[config.mk]
export PLATFORM = sky130hd
export DESIGN_NAME = mainclk_meter
export DESIGN_NICKNAME = d
export VERILOG_FILES = /design/src/rtl/mcm_pkg.sv /design/src/rtl/mcm_edge_sync.sv /design/src/rtl/mcm_sat_counter.sv /design/src/rtl/mcm_gate_ctrl.sv /design/src/rtl/mainclk_meter.sv
export SDC_FILE = /design/constraint.sdc
export NUM_CORES = 1
export LEC_CHECK = 0
export ABC_AREA = 1
export BUFFER_PORTS_ARGS = -buffer_cell sky130_fd_sc_hd__buf_2
export CAP_MARGIN = 10
export CORE_ASPECT_RATIO = 1.75
export CORE_MARGIN = 2
export CORE_UTILIZATION = 58
export CTS_CLUSTER_SIZE = 24
export DETAILED_ROUTE_END_ITERATION = 8
export GPL_TIMING_DRIVEN = 0
export MAX_ROUTING_LAYER = met4
export PLACE_DENSITY_LB_ADDON = 0.05
export SYNTH_ARGS = -nofsm -noshare
export SYNTH_HDL_FRONTEND = slang
export SYNTH_SLANG_ARGS = --single-unit
[constraint.sdc]
create_clock -name clk_main -period 1.8 [get_ports clk_main]
set_input_delay 0.18 -clock clk_main [delete_from_list [all_inputs] [get_ports clk_main]]
set_output_delay 0.18 -clock clk_main [all_outputs]
set_load 0.01 [all_outputs]
[src/rtl/mcm_pkg.sv]
package mcm_pkg;
  typedef enum logic [2:0] {
    GATE_IDLE,
    GATE_ARM,
    GATE_OPEN,
    GATE_RUN,
    GATE_DONE
  } gate_state_e;
endpackage

[src/rtl/mcm_edge_sync.sv]
module mcm_edge_sync #(
  parameter int STAGES = 2
) (
  input  logic clk,
  input  logic rst_n,
  input  logic async_in,
  output logic rise_p,
  output logic fall_p
);
  logic [STAGES-1:0] sync_q;
  logic              last_q;

  always_ff @(posedge clk or negedge rst_n) begin
    if (!rst_n) begin
      sync_q <= '0;
      last_q <= 1'b0;
    end else begin
      sync_q <= {sync_q[STAGES-2:0], async_in};
      last_q <= sync_q[STAGES-1];
    end
  end

  assign rise_p = sync_q[STAGES-1] & ~last_q;
  assign fall_p = ~sync_q[STAGES-1] & last_q;
endmodule

[src/rtl/mcm_sat_counter.sv]
module mcm_sat_counter #(
  parameter int CNT_W = 16
) (
  input  logic             clk,
  input  logic             rst_n,
  input  logic             clr,
  input  logic             en,
  output logic [CNT_W-1:0] cnt_next
);
  localparam logic [CNT_W-1:0] CNT_MAX = '1;
  logic [CNT_W-1:0] cnt_q;

  assign cnt_next = (cnt_q == CNT_MAX) ? cnt_q : cnt_q + 1'b1;

  always_ff @(posedge clk or negedge rst_n) begin
    if (!rst_n)   cnt_q <= '0;
    else if (clr) cnt_q <= '0;
    else if (en)  cnt_q <= cnt_next;
  end
endmodule

[src/rtl/mcm_gate_ctrl.sv]
module mcm_gate_ctrl
  import mcm_pkg::*;
#(
  parameter int WIN_PERIODS = 16,
  parameter int CNT_W       = 16
) (
  input  logic             clk,
  input  logic             rst_n,
  input  logic             stable,
  input  logic             rise_p,
  input  logic             fall_p,
  input  logic [CNT_W-1:0] cnt_next,
  output logic             cnt_en,
  output logic             cnt_clr,
  output logic             ready,
  output logic [CNT_W-1:0] result
);
  localparam int FW = $clog2(WIN_PERIODS + 1);
  localparam logic [FW-1:0] LAST_FALL = FW'(WIN_PERIODS - 1);

  gate_state_e      state_q;
  logic [FW-1:0]    falls_q;

  assign cnt_en  = (state_q == GATE_RUN);
  assign cnt_clr = (state_q != GATE_RUN);

  always_ff @(posedge clk or negedge rst_n) begin
    if (!rst_n) begin
      state_q <= GATE_IDLE;
      falls_q <= '0;
      ready   <= 1'b0;
      result  <= '0;
    end else if (!stable) begin
      state_q <= GATE_IDLE;
      falls_q <= '0;
      ready   <= 1'b0;
      result  <= '0;
    end else begin
      case (state_q)
        GATE_IDLE: state_q <= GATE_ARM;
        GATE_ARM:  if (rise_p) state_q <= GATE_OPEN;
        GATE_OPEN: if (fall_p) begin
          state_q <= GATE_RUN;
          falls_q <= '0;
        end
        GATE_RUN: if (fall_p) begin
          if (falls_q == LAST_FALL) begin
            state_q <= GATE_DONE;
            ready   <= 1'b1;
            result  <= cnt_next;
          end else begin
            falls_q <= falls_q + 1'b1;
          end
        end
        default: state_q <= GATE_DONE;
      endcase
    end
  end
endmodule

[src/rtl/mainclk_meter.sv]
module mainclk_meter #(
  parameter int CNT_W       = 16,
  parameter int WIN_PERIODS = 16,
  parameter int SYNC_STAGES = 2
) (
  input  logic             clk_main,
  input  logic             rst_n,
  input  logic             slow_clk,
  input  logic             osc_stable,
  output logic [CNT_W-1:0] meas_count,
  output logic             meas_ready
);
  logic             slow_rise;
  logic             slow_fall;
  logic             cnt_en;
  logic             cnt_clr;
  logic [CNT_W-1:0] cnt_next;

  mcm_edge_sync #(.STAGES(SYNC_STAGES)) u_sync (
    .clk      (clk_main),
    .rst_n    (rst_n),
    .async_in (slow_clk),
    .rise_p   (slow_rise),
    .fall_p   (slow_fall)
  );

  mcm_sat_counter #(.CNT_W(CNT_W)) u_cnt (
    .clk      (clk_main),
    .rst_n    (rst_n),
    .clr      (cnt_clr),
    .en       (cnt_en),
    .cnt_next (cnt_next)
  );

  mcm_gate_ctrl #(.WIN_PERIODS(WIN_PERIODS), .CNT_W(CNT_W)) u_gate (
    .clk      (clk_main),
    .rst_n    (rst_n),
    .stable   (osc_stable),
    .rise_p   (slow_rise),
    .fall_p   (slow_fall),
    .cnt_next (cnt_next),
    .cnt_en   (cnt_en),
    .cnt_clr  (cnt_clr),
    .ready    (meas_ready),
    .result   (meas_count)
  );
endmodule

After elaboration in Yosys (flattened, before gate mapping)
Index checks and enable logic that the tools add are counted.

Reductions and logical operators: 5. Multiplexer cells: 22. Eq/ne operators: 15. Bitwise logic cells: 4. $add $sub $neg: 2.

Operators with widths (number): 16-bit two-way mux (7); 5-bit two-way mux (4); 16-bit by 1-bit adder with 16-bit output (second input constant) (1); 16-bit equality test (second input constant) (1); 3-bit two-way mux (5); 3-bit != test (second input constant) (4); 3-bit one-hot mux with 4 select lines (1); 5-bit one-hot mux with 2 select lines (1); 4-bit AND reduction (2); 3-bit by 2-bit equality test with 1-bit output (second input constant) (2); 2-bit by 1-bit != test with 1-bit output (second input constant) (3); 3-bit by 2-bit != test with 1-bit output (second input constant) (2); 5-bit by 1-bit adder with 5-bit output (second input constant) (1); 5-bit by 4-bit equality test with 1-bit output (second input constant) (1); 1-bit two-way mux (4); 3-bit by 1-bit equality test with 1-bit output (second input constant) (1); 3-bit zero test (1); 3-bit by 1-bit != test with 1-bit output (second input constant) (1); 3-bit AND reduction (1); 1-bit bitwise AND (2); 1-bit inverter (2); 2-bit nonzero test (1).

Register bits after elaboration: 44.

Depth between registers and ports, before layout
Depth after elaboration: 6. Mapped depth: 10. Gate-level depth less buffers: 10.

Modules after synthesis
From an unflattened synthesis, not the netlist that was laid out.

Cell total of the unflattened synthesis: 333. Area total of the unflattened synthesis: 2577.5 sq um.

Modules (own cells, without submodules): mcm_gate_ctrl (cells each 148, seq. area each 625.6 sq um, area an instance 1258.7 sq um, instances 1); mcm_sat_counter (cells each 178, seq. area each 400.4 sq um, area an instance 1228.7 sq um, instances 1); mcm_edge_sync (cells each 7, seq. area each 75.1 sq um, area an instance 90.1 sq um, instances 1).

Least setup slack after synthesis
Ideal clock, no wire load.

Path kind: register to register. Start point: register u_gate.falls_q[0]. End point: register u_gate.result[8]. Data required time: 1.735 ns. Path buffers: 1. Library setup time: 0.065 ns. Setup slack: 0.248 ns. Arrival: 1.487 ns. Clock period less this slack: 1.552 ns. Cell stages (with the launch flop): 9. Cell sequence: dfrtp_1 ha_1 nand2_1 nor2_1 ha_1 a31oi_4 buf_4 nand2_1 nand2_1.

Longest elaborated chain between the ends: 3.

Ends and longest elaborated chain: from (decl) (line mcm_gate_ctrl.sv:22) `logic [FW-1:0] falls_q;`; from (signal assigned) (line mcm_gate_ctrl.sv:52) `falls_q <= falls_q + 1'b1;`; 5-bit by 4-bit equality test with 1-bit output (line mcm_gate_ctrl.sv:47) `if (falls_q == LAST_FALL) begin`; 2-bit by 1-bit != test with 1-bit output (no source line); 3-bit AND reduction (no source line); to (signal assigned) (line mcm_gate_ctrl.sv:50) `result <= cnt_next;`; to (decl) (line mcm_gate_ctrl.sv:16) `output logic [CNT_W-1:0] result`.

Every way passes these cells. A chain may end at the register's enable or synchronous reset.

Worst setup path after layout
Same ends and word-level chain as after synthesis.

==> out/metrics.yaml <==
sta:
  finalCritPeriodShare_pct: 90.2
  max_clock_freq_mhz: 616
  period_minus_slack_ns: 1.62
  maxSlewViolCount: 0
  slew_headroom_pct: 35.9
  setup_ws_ns: 0.176
  hold_viol: 0
  fin_skew_ns: 0.00944
  whs_ns: 0.0206
  rsz0062_at_grt: "false"
  tightest_slew_ns: 0.962
  setup_viol: 0
  setup-tns-final_ns: 0
cells_and_area:
  final_cell_mix: "nand2_1, dfrtp_1, nor2_1, inv_1, buf_2"
  post-route-util_pct: 68.5
  diodes: 0
  syn_to_final_growth_pct: 12.0
  fin_area_sq_um: 2510
  n_fill_cell: 320
  layoutNonFillerInstCount: 345
  final_common_cell: "nand2_1"
  drive_above_1_share_pct: 19.1
  nNetsFinal: 305
setup_path:
  arrival_ns: 1.80
  crit_path_max_fanout: 10
  max_stage_delay_ns: 0.42
  crit_path_top_delay_cell: "dfrtp_1"
  crit_type: "reg2reg"
  rrSetupSlack_ns: 0.18
  cp.required_ns: 1.98
  cp-start-kind: "register"
  end_kind: "register"
  crit_path_frequent_cell: "nand2_1"
  crit_chain: "ha_1 -> nand2_1 -> nor2_1 -> ha_2 -> nand3_4 -> clkinv_4 -> o211ai_1 -> nand2_1"
detailed_routing:
  drc_errors: 0
  detail-route-antenna-nets: 0
  first_pass_iters: 4
  viasPerCell: 5.22
  dr.first_iter.drc_count: 37
  vias: 1801
  wl_per_cell_um: 13.1
  wl_mm: 4.51
placement:
  numPortBuffers: 19
  hpwl_mm: 3.42
  dpl_cell_area_sq_um: 2390
  pre_cts_slack_ns: 0.0264
  dp.cells: 335
  place.gp.congestion: 0.872
global_route:
  met2_usage_pct: 42.3
  grt_max_degree: 45
  grt_pass1_vias: 1708
  antenna_found_initial: 0
  grt_pass1_wl_mm: 7.69
  grtUsageTotal_pct: 24.6
  grt.busiest_layer: "met2"
  grt_util_met3_pct: 3.62
  use_met1_pct: 26.8
  grt_overflow: 0
power_and_ir_drop:
  p_sw_share_pct: 27.4
  power_frac_seq_pct: 55.3
  switchingPower_uw: 533
  clkPwrFrac_pct: 32.8
  peakVddDrop_mv: 0.701
  power_frac_comb_pct: 12.0
  finalPower_mw: 1.94
  p_int_mw: 1.41
  power_density_nw_per_um2: 775
  leakage_nw: 1.29
logic_synthesis:
  synth_nets: 277
  synth_top_flop_cell: "dfrtp_1"
  syn_inst: 270
  async_flop_share_pct: 100
  synth_area_sq_um: 2240
  syn_avg_cell_area_sq_um: 8.30
  synth_edf_count: 0
  synthDistinctLibCells: 33
  ys_seq_area_share_pct: 49.1
  ys_seq_elements: 44
  ys_warn_count: 0
clock_tree:
  cts_tree: "done"
  clkLatencyLatePin_ns: 0.30
  clock-sinks: 44
  root_buffer: "clkbuf_8"
  clk_pin_slew_ns: 0.08
  cts_max_level: 2
  numCtsBuffers: 5
  clk_path_buf_depth: 2
floorplan:
  die_w_um: 51
  rows: 29
  core_area_sq_um: 3660
  io_pins: 21
  die-height_um: 86.3
  start_util_pct: 61.2
  dieArea_sq_um: 4400
job:
  max-cap-violations: 0
worst_hold_path:
  hp-class: "in2async"
status:
  outcome: "complete, no violations"
[power by group through the flow]
stage               clock (mW)  combinational (mW)  sequential [mW]
floorplan                    0               0.171             1.08
global route             0.701               0.267             1.08
CTS                      0.662               0.238             1.07
global placement             0               0.231             1.09
finish                   0.637               0.233             1.08
detailed placement           0               0.234             1.09
[area by class of cell]
type	instances	area (sq um)	area share (%)
buffer	3	16.3	0.648
tap	46	57.6	2.29
multi-input combinational	194	1020	40.5
sequential	44	1100	43.9
timing repair buffer	21	113	4.48
clock buffer	8	90.1	3.59
inverter	29	115	4.58
[cell families after synthesis]
| logic type | count (synthesis) | synth area share, % |
|---|---|---|
| flip-flops | 44 | 49.1 |
| adder cells (fa/ha/maj) | 3 | 1.67 |
| AND/OR/NAND/NOR | 159 | 33.9 |
| buffers and inverters | 32 | 5.86 |
| XOR/XNOR | 7 | 2.73 |
| AO/OA/AOI/OAI | 25 | 6.75 |
[per-layer routing]
metal	wire, um	up-vias	share of wire, %
li1	-	913	-
met4	136	0	3.0
met2	2530	21	56
met1	1740	856	38
met3	109	11	2.4
met5	0	-	0
[critical path, delay by kind of cell (launching register included)]
kind / cells / cell delay (ns)
and+or+nand+nor: 4 / 0.37
AOI/OAI and AO/OA: 1 / 0.16
DFF: 1 / 0.42
adders and majority gates: 2 / 0.43
buffers and inverters: 1 / 0.12
[state kept, by name, summed over array words and instances (netlist names)]
register,cells
u_cnt.cnt_q,16
u_gate.result,16
u_gate.falls_q,5
u_gate.state_q,3
u_sync.sync_q,2
u_gate.ready,1
u_sync.last_q,1
[cell usage after synthesis (2+ instances only)]
cell     instances  share of area (%)
nand3_1         19                4.2
nor2_2           4                1.1
nor2_1          32                5.4
nand2_4          2                1.0
nand2_2          5                1.4
a21oi_1          8                1.8
ha_1             3                1.7
nand2_1         81                 14
o21ai_1          9                2.0
inv_1           23                3.9
o21ai_0          3               0.67
xnor2_1          3                1.2
dfrtp_1         44                 49
inv_2            4               0.67
xor2_1           4                1.6
nor3_1           3               0.67
nand3_4          3                2.3
nand4_1          5                1.4
[path summary, 6_finish.rpt]
check | startpoint | endpoint | cells past startpoint
min in group clk_main | osc_stable | u_gate.falls_q[2]$_DFFE_PN0P_ | 3
hold / removal | rst_n | u_cnt.cnt_q[6]$_DFF_PN0_ | 1
setup / recovery | u_gate.falls_q[0]$_DFFE_PN0P_ | u_gate.result[8]$_DFFE_PN0P_ | 8
hold reg to reg | u_sync.sync_q[0]$_DFF_PN0_ | u_sync.sync_q[1]$_DFF_PN0_ | 0
setup reg to reg | u_gate.falls_q[0]$_DFFE_PN0P_ | u_gate.result[8]$_DFFE_PN0P_ | 8
max in group asynchronous | rst_n | u_cnt.cnt_q[0]$_DFF_PN0_ | 1
[repair_timing]
| item | 4_1_cts | 5_1_grt |
|---|---|---|
| setup endpoints to repair | 0 | 18 |
| endpoints found under the hold margin | 1 | 0 |
| resized for setup | 0 | 4 |
| hold buffers | 1 | 0 |
| buffers inserted | 0 | 1 |
Note: power is estimated with default switching activity, not from simulation.
